[src/rtl/ipi_router_pkg.sv]
`timescale 1ns/1ps
package ipi_router_pkg;

  typedef enum logic [2:0] {
    DM_FIXED  = 3'd0,
    DM_LOWEST = 3'd1,
    DM_SMI    = 3'd2,
    DM_RSVD   = 3'd3,
    DM_NMI    = 3'd4,
    DM_INIT   = 3'd5,
    DM_START  = 3'd6,
    DM_EXT    = 3'd7
  } dlv_mode_e;

  typedef enum logic [1:0] {
    SH_NONE   = 2'd0,
    SH_SELF   = 2'd1,
    SH_ALL    = 2'd2,
    SH_OTHERS = 2'd3
  } shorthand_e;

  typedef struct packed {
    shorthand_e sh;
    logic       level;
    logic       asrt;
    logic       logical;
    dlv_mode_e  mode;
    logic [7:0] vector;
  } cmd_t;

  localparam int unsigned STATUS_BIT = 12;

  function automatic cmd_t decode_cmd(input logic [31:0] w);
    cmd_t c;
    c.vector  = w[7:0];
    c.mode    = dlv_mode_e'(w[10:8]);
    c.logical = w[11];
    c.asrt    = w[14];
    c.level   = w[15];
    c.sh      = shorthand_e'(w[19:18]);
    return c;
  endfunction

endpackage

[src/rtl/ipi_dest_match.sv]
`timescale 1ns/1ps
module ipi_dest_match
  import ipi_router_pkg::*;
(
  input  shorthand_e  sh_i,
  input  logic        logical_i,
  input  logic [7:0]  dest_i,
  input  logic [7:0]  id_i,
  input  logic [7:0]  ldr_i,
  input  logic        flat_i,
  input  logic        present_i,
  input  logic        is_sender_i,
  output logic        hit_o
);

  logic flat_hit, cluster_hit, addr_hit;

  assign flat_hit    = |(ldr_i & dest_i);
  assign cluster_hit = (ldr_i[3:0] == dest_i[3:0]) && |(ldr_i[7:4] & dest_i[7:4]);

  always_comb begin
    if (logical_i) addr_hit = flat_i ? flat_hit : cluster_hit;
    else           addr_hit = (id_i == dest_i);
  end

  always_comb begin
    unique case (sh_i)
      SH_NONE:   hit_o = present_i & addr_hit;
      SH_SELF:   hit_o = present_i & is_sender_i;
      SH_ALL:    hit_o = present_i;
      SH_OTHERS: hit_o = present_i & ~is_sender_i;
      default:   hit_o = 1'b0;
    endcase
  end

endmodule

[src/rtl/ipi_rr_arb.sv]
`timescale 1ns/1ps
module ipi_rr_arb #(
  parameter int unsigned N     = 8,
  parameter int unsigned VEC_W = 8
) (
  input  logic             clk_i,
  input  logic             rst_ni,
  input  logic [N-1:0]     req_i,
  input  logic [VEC_W-1:0] vec_i,
  input  logic             en_i,
  output logic [N-1:0]     grant_o,
  output logic             any_o
);

  localparam int unsigned IDX_W = (N > 1) ? $clog2(N) : 1;
  localparam int unsigned VECS  = 1 << VEC_W;

  logic [IDX_W-1:0] ptr_q [VECS];
  logic [IDX_W-1:0] ptr_cur, win;

  assign ptr_cur = ptr_q[vec_i];

  // cyclic search starting one slot past the pointer; pointer slot checked last
  always_comb begin
    grant_o = '0;
    any_o   = 1'b0;
    win     = '0;
    for (int k = 1; k <= int'(N); k++) begin
      int idx;
      idx = int'(ptr_cur) + k;
      if (idx >= int'(N)) idx = idx - int'(N);
      if (!any_o && req_i[idx]) begin
        grant_o[idx] = 1'b1;
        any_o        = 1'b1;
        win          = IDX_W'(idx);
      end
    end
  end

  always_ff @(posedge clk_i or negedge rst_ni) begin
    if (!rst_ni) begin
      for (int v = 0; v < int'(VECS); v++) ptr_q[v] <= '0;
    end else if (en_i && any_o) begin
      ptr_q[vec_i] <= win;
    end
  end

  assert_grant_in_req_R6: assert property (@(posedge clk_i) disable iff (!rst_ni)
    ((grant_o & ~req_i) == '0) && $onehot0(grant_o) && (any_o == |req_i));

endmodule

[src/rtl/ipi_router.sv]
`timescale 1ns/1ps
module ipi_router
  import ipi_router_pkg::*;
#(
  parameter int unsigned N      = 8,
  parameter int unsigned VEC_W  = 8,
  parameter int unsigned SIDX_W = (N > 1) ? $clog2(N) : 1
) (
  input  logic              clk_i,
  input  logic              rst_ni,
  input  logic              cmd_lo_wr_i,
  input  logic [31:0]       cmd_lo_i,
  input  logic              cmd_hi_wr_i,
  input  logic [31:0]       cmd_hi_i,
  input  logic [SIDX_W-1:0] sender_i,
  input  logic [N-1:0]      tgt_present_i,
  input  logic [N*32-1:0]   tgt_id_i,
  input  logic [N*32-1:0]   tgt_ldr_i,
  input  logic [N*32-1:0]   tgt_fmt_i,
  output logic [31:0]       cmd_lo_rd_o,
  output logic [31:0]       cmd_hi_rd_o,
  output logic              dlv_valid_o,
  output logic [N-1:0]      dlv_mask_o,
  output logic [7:0]        dlv_vector_o,
  output logic [2:0]        dlv_mode_o,
  output logic              dlv_assert_o,
  output logic              dlv_level_o,
  output logic              lp_err_o
);

  cmd_t        cmd;
  logic [7:0]  dest;
  logic [N-1:0] hits, cluster_vec, grant, mask_d;
  logic        lowest, rr_any, err_d, rr_en;

  logic [31:0]  lo_q, hi_q;
  logic         valid_q, err_q, asrt_q, level_q;
  logic [N-1:0] mask_q;
  logic [7:0]   vec_q;
  logic [2:0]   mode_q;

  assign cmd  = decode_cmd(cmd_lo_i);
  assign dest = hi_q[31:24];

  for (genvar g = 0; g < int'(N); g++) begin : g_tgt
    logic flat;
    assign flat           = (tgt_fmt_i[g*32+28 +: 4] == 4'hF);
    assign cluster_vec[g] = tgt_present_i[g] & ~flat;
    ipi_dest_match i_match (
      .sh_i        (cmd.sh),
      .logical_i   (cmd.logical),
      .dest_i      (dest),
      .id_i        (tgt_id_i[g*32+24 +: 8]),
      .ldr_i       (tgt_ldr_i[g*32+24 +: 8]),
      .flat_i      (flat),
      .present_i   (tgt_present_i[g]),
      .is_sender_i (sender_i == SIDX_W'(g)),
      .hit_o       (hits[g])
    );
  end

  assign lowest = (cmd.mode == DM_LOWEST);
  assign err_d  = lowest && cmd.logical && (cmd.sh == SH_NONE) &&
                  (dest == 8'hFF) && |cluster_vec;
  assign rr_en  = cmd_lo_wr_i && lowest && cmd.logical && !err_d;

  ipi_rr_arb #(.N(N), .VEC_W(VEC_W)) i_rr (
    .clk_i   (clk_i),
    .rst_ni  (rst_ni),
    .req_i   (hits),
    .vec_i   (cmd.vector[VEC_W-1:0]),
    .en_i    (rr_en),
    .grant_o (grant),
    .any_o   (rr_any)
  );

  always_comb begin
    if (!lowest)                        mask_d = hits;
    else if (cmd.logical && !err_d && rr_any) mask_d = grant;
    else                                mask_d = '0;
  end

  always_ff @(posedge clk_i or negedge rst_ni) begin
    if (!rst_ni) begin
      lo_q    <= '0;
      hi_q    <= '0;
      valid_q <= 1'b0;
      mask_q  <= '0;
      vec_q   <= '0;
      mode_q  <= '0;
      asrt_q  <= 1'b0;
      level_q <= 1'b0;
      err_q   <= 1'b0;
    end else begin
      valid_q <= cmd_lo_wr_i;
      if (cmd_hi_wr_i) hi_q <= {cmd_hi_i[31:24], 24'h0};
      if (cmd_lo_wr_i) begin
        lo_q    <= cmd_lo_i & ~(32'h1 << STATUS_BIT);
        mask_q  <= mask_d;
        vec_q   <= cmd.vector;
        mode_q  <= cmd.mode;
        asrt_q  <= cmd.asrt;
        level_q <= cmd.level;
        err_q   <= err_d;
      end
    end
  end

  assign cmd_lo_rd_o  = lo_q;
  assign cmd_hi_rd_o  = hi_q;
  assign dlv_valid_o  = valid_q;
  assign dlv_mask_o   = mask_q;
  assign dlv_vector_o = vec_q;
  assign dlv_mode_o   = mode_q;
  assign dlv_assert_o = asrt_q;
  assign dlv_level_o  = level_q;
  assign lp_err_o     = err_q;

  assert_valid_pulse_R10: assert property (@(posedge clk_i) disable iff (!rst_ni)
    !cmd_lo_wr_i |=> !dlv_valid_o);

  assert_lowest_single_R6: assert property (@(posedge clk_i) disable iff (!rst_ni)
    (dlv_valid_o && dlv_mode_o == DM_LOWEST) |-> $onehot0(dlv_mask_o));

  assert_present_only_R9: assert property (@(posedge clk_i) disable iff (!rst_ni)
    $rose(dlv_valid_o) |-> ((dlv_mask_o & ~$past(tgt_present_i)) == '0));

  assert_others_skip_sender_R2: assert property (@(posedge clk_i) disable iff (!rst_ni)
    (cmd_lo_wr_i && cmd.sh == SH_OTHERS) |=> !dlv_mask_o[$past(sender_i)]);

  assert_err_no_mask_R8: assert property (@(posedge clk_i) disable iff (!rst_ni)
    (dlv_valid_o && lp_err_o) |-> (dlv_mask_o == '0));

endmodule

[config.mk]
export PLATFORM = sky130hd
export DESIGN_NAME = ipi_router
export DESIGN_NICKNAME = d
export VERILOG_FILES = /design/src/rtl/ipi_router_pkg.sv /design/src/rtl/ipi_dest_match.sv /design/src/rtl/ipi_rr_arb.sv /design/src/rtl/ipi_router.sv
export SDC_FILE = /design/constraint.sdc
export NUM_CORES = 1
export LEC_CHECK = 0
export BUFFER_PORTS_ARGS = -buffer_cell sky130_fd_sc_hd__buf_4
export CORE_MARGIN = 8
export CORE_UTILIZATION = 29
export DETAILED_ROUTE_END_ITERATION = 10
export HOLD_SLACK_MARGIN = 0.06
export PLACE_DENSITY = 0.53
export RECOVER_POWER = 50
export SKIP_LAST_GASP = 1
export SYNTH_ARGS = -nofsm -noshare
export SYNTH_HDL_FRONTEND = slang
export SYNTH_SLANG_ARGS = --single-unit
[constraint.sdc]
create_clock -name clk_i -period 7.4 [get_ports clk_i]
set_clock_uncertainty 0.1 [all_clocks]
set_input_delay 0.74 -clock clk_i [delete_from_list [all_inputs] [get_ports clk_i]]
set_output_delay 0.74 -clock clk_i [all_outputs]
set_load 0.01 [all_outputs]
==> results by group <==
Clocking
  – Cts bufs inserted: 92
  – H-tree depth: 3
  – TritonCTS Sinks: 817
  – Clock Root Buffer: clkbuf_16
  – Worst-case clock buffer depth: 3
  – Clk Latency, worst-skew pair: 700 ps
  – CTS tree: yes
  – Clock slew at reported path FFs: 60 ps

Finish
  – Fillcell total: 14.7k
  – Area grow syn2layout: 18.2%
  – Fraction of final layout cells sized beyond drive strength 1: 42.0%
  – Layout net count: 4560
  – Commonest cells after routing, fill and taps aside: dfrtp_1 (817), mux2_2 (715), buf_4 (400)
  – Layout Utilization: 34.4%
  – Multi-input gate area: 21100 µm²
  – Most common cell after layout, fill and taps aside: dfrtp_1
  – Register area: 20400 µm²

Critical path
  – Reg2reg end: i_rr.ptr_q[408]$_DFFE_PN0P_
  – Setup crit end kind: flop
  – Startpoint Class: primary input
  – Worst-path fanout max: 147
  – Reg2Reg Depth: 17
  – Setup CP Type: primary input to flop
  – FF-to-FF setup slack: 980 ps
  – WP data arrival: 7050 ps
  – Required @ worst endpoint: 7920 ps
  – Critical Path Start: cmd_lo_i[0]
  – CP endpoint: i_rr.ptr_q[408]$_DFFE_PN0P_
  – Reg-to-Reg Start: cmd_hi_rd_o[25]$_DFFE_PN0P_

Status
  – Violated checks: max-capacitance violations, max-slew violations
  – Status: finished with violations

Synthesis
  – Synth cell types: 92
  – Post-synthesis sequential area ratio: 47.2%
  – Mapped cell area: 43300 µm²
  – Syn avg cell area: 12.8 µm²
  – Post-synth EDFFs: 0
  – YS warnings: 0
  – Cells after Synth: 3382
  – Synthesized flop and latch total: 817
  – Post-synth ARST share: 100%
  – Prevailing post-synth register cell: dfrtp_1

Timing
  – Actual slew at the worst max-slew pin: 5040 ps
  – Final hold vios: 0
  – Period utilization: 88.2%
  – TNS Setup: 0 ps
  – Setup violations, final: 0
  – Rel. slew slack: -236%
  – Final Critical Period: 6520 ps
  – RSZ-0062 raised after global routing: false
  – FMAX: 0.153 GHz
  – Slew Limit Fails: 162

Floorplan
  – Starting Density: 29.1%
  – Core area: 149000 µm²
  – Core Rows: 142
  – Die Span X: 403 µm
  – Full die area: 162000 µm²
  – Die Ht: 403 µm
  – Top Ports: 934

Global routing
  – Grt total ovfl: 0
  – Initial antenna violation count: 5
  – Via count of the first global-routing pass: 31.0k
  – First-pass GRT wire length: 217000 µm
  – Largest net degree at the start of global routing: 153
  – Global-route usage over all layers: 17.6%

Drt
  – Vias: 30.0k
  – Drt total wl: 146000 µm
  – DR WL met3: 7840 µm
  – Routed vias/inst: 5.28
  – 1st-iter DRT viols: 2215
  – Post-DR wirelength/cell: 25.7 µm
  – DR pass1 iterations: 5
  – Drt drc: 0
  – Met2 Wirelength: 68800 µm
  – Highest metal used: met5
  – Post-route antenna net violation count: 0
  – WL met1: 64100 µm

Power
  – PwrDens: 228 nW/µm²
  – Logic pwr share: 20.1%
  – Sw Share: 31.1%
  – Sequential group share of total power: 39.2%
  – P_leak: 23.5 nW
  – Pint: 8.04 mW
  – Clock share of power: 40.7%
  – Switching Power: 3.62 mW
  – Max rail drop VDD: 0.189 mV

Placement
  – PortBufs: 275
  – GPL Wtd Cong: 0.883
  – Final HPWL DP: 99200 µm

Worst hold path
  – Worst hold-check path type: primary input to flop

Flow run
  – Max-cap viol count: 3
-- power by group through the flow --
stage | logic [mW] | clock network (mW) | registers (mW)
detailed placement | 2.35 | 0 | 4.66
global route | 2.48 | 5.02 | 4.58
floorplan | 1.22 | 0 | 4.65
finish | 2.34 | 4.75 | 4.57
CTS | 2.36 | 4.85 | 4.57
global placement | 2.35 | 0 | 4.65
-- metal layers --
metal	vias to the layer above	GRT usage, %
li1	13100	-
met1	15800	23.6
met2	941	28.5
met3	263	3.14
met4	2	6.17
met5	-	0
-- logic make-up after synthesis --
kind of cell / Yosys count / share of synthesized area [%]
buffers and inverters: 354 / 4.52
xor gates and xnor gates: 69 / 1.41
AOI/OAI and AO/OA: 319 / 5.40
adders and majority gates: 39 / 1.13
other: 1 / 0.00865
muxes: 1069 / 30.7
and+or+nand+nor: 714 / 9.64
DFF: 817 / 47.2
-- per-stage QoR --
stage | hold slack, ps | setup WS [ps] | power (mW) | cell area [µm²] | std cells
global placement | 364 | 185 | 7.00 | 48300 | 5523
floorplan | 344 | 661 | 5.87 | 43400 | 3406
global route | 156 | 301 | 12.1 | 51200 | 5691
CTS | 134 | 932 | 11.8 | 51500 | 5689
detailed placement | 369 | 201 | 7.01 | 48300 | 5523
finish | 188 | 876 | 11.7 | 51200 | 5691
-- worst min path at each step --
stage                                      startpoint  depth (start not counted)  slack, ps                     endpoint
after global placement    i_rr.ptr_q[497]$_DFFE_PN0P_                          1        360  i_rr.ptr_q[497]$_DFFE_PN0P_
final                                    cmd_lo_i[20]                          2        190  cmd_lo_rd_o[20]$_DFFE_PN0P_
after detailed placement  i_rr.ptr_q[509]$_DFFE_PN0P_                          1        370  i_rr.ptr_q[509]$_DFFE_PN0P_
after global routing                     cmd_hi_i[28]                          2        160  cmd_hi_rd_o[28]$_DFFE_PN0P_
after floorplan                                rst_ni                          0        340  cmd_hi_rd_o[24]$_DFFE_PN0P_
after CTS                                cmd_lo_i[20]                          2        130  cmd_lo_rd_o[20]$_DFFE_PN0P_
-- cell type report --
class                           instances  share of cell area, %
Multi-Input combinational cell       2235                   41.2
Sequential cell                       817                   39.9
Timing Repair Buffer                  505                   7.85
Clock buffer                          140                   5.34
Tap cell                             1944                   4.75
Clock inverter                         25                  0.755
Inverter                               23                  0.169
Antenna cell                            2                0.00977
-- critical path: stages --
cell and delay [ps]:
buf_6 410, buf_4 390, nor2b_1 440, a22oi_1 160, a21oi_1 350, nor4_1 110
a21oi_1 450, o211ai_2 240, nand2_2 120, ha_1 300, inv_1 230, buf_4 190
nor2_1 50, nor2_1 150, nand2_1 70, mux2_2 320, a21bo_2 240, nor4_4 160
buf_4 260, nand2_1 140, o21ai_0 320, a2bb2oi_4 230, buf_12 450, mux2_2 290
-- synthesized netlist by cell type, types with 26 or more instances --
cell type    n  share of area (%)
nor4_4      32                1.6
nand3_1     52               0.60
buf_6       26               0.68
nor2_2      26               0.38
xnor2_1     49               0.99
buf_1       31               0.27
mux2_1      45                1.2
mux2_2     715                 19
dfrtp_1    817                 47
buf_2       84               0.97
nand4_1     28               0.40
nor4_2      28               0.81
a31oi_1     66               0.95
a21oi_1     30               0.35
nand2_1     72               0.62
mux2i_1    176                4.1
clkbuf_1   114               0.99
nor2_1     282                2.4
mux4_2     133                6.9
ha_1        39                1.1
a22oi_1     81                1.4
buf_4       67                1.2
nor3_1      83               0.96
-- registers in the layout, indices dropped and copies added (netlist names) --
name / flops
cmd_lo_rd_o: 22
cmd_hi_rd_o: 8
dlv_mask_o: 8
i_rr.ptr_q: 768
dlv_vector_o: 7
dlv_valid_o: 1
lp_err_o: 1
dlv_mode_o: 2
-- what timing repair did --
action                                 CTS  global route
resized for setup                        0             0
endpoints found under the hold margin   94             0
setup buffers                            0             0
hold buffers                             1             0
Note: power is estimated with default switching activity, not from simulation.
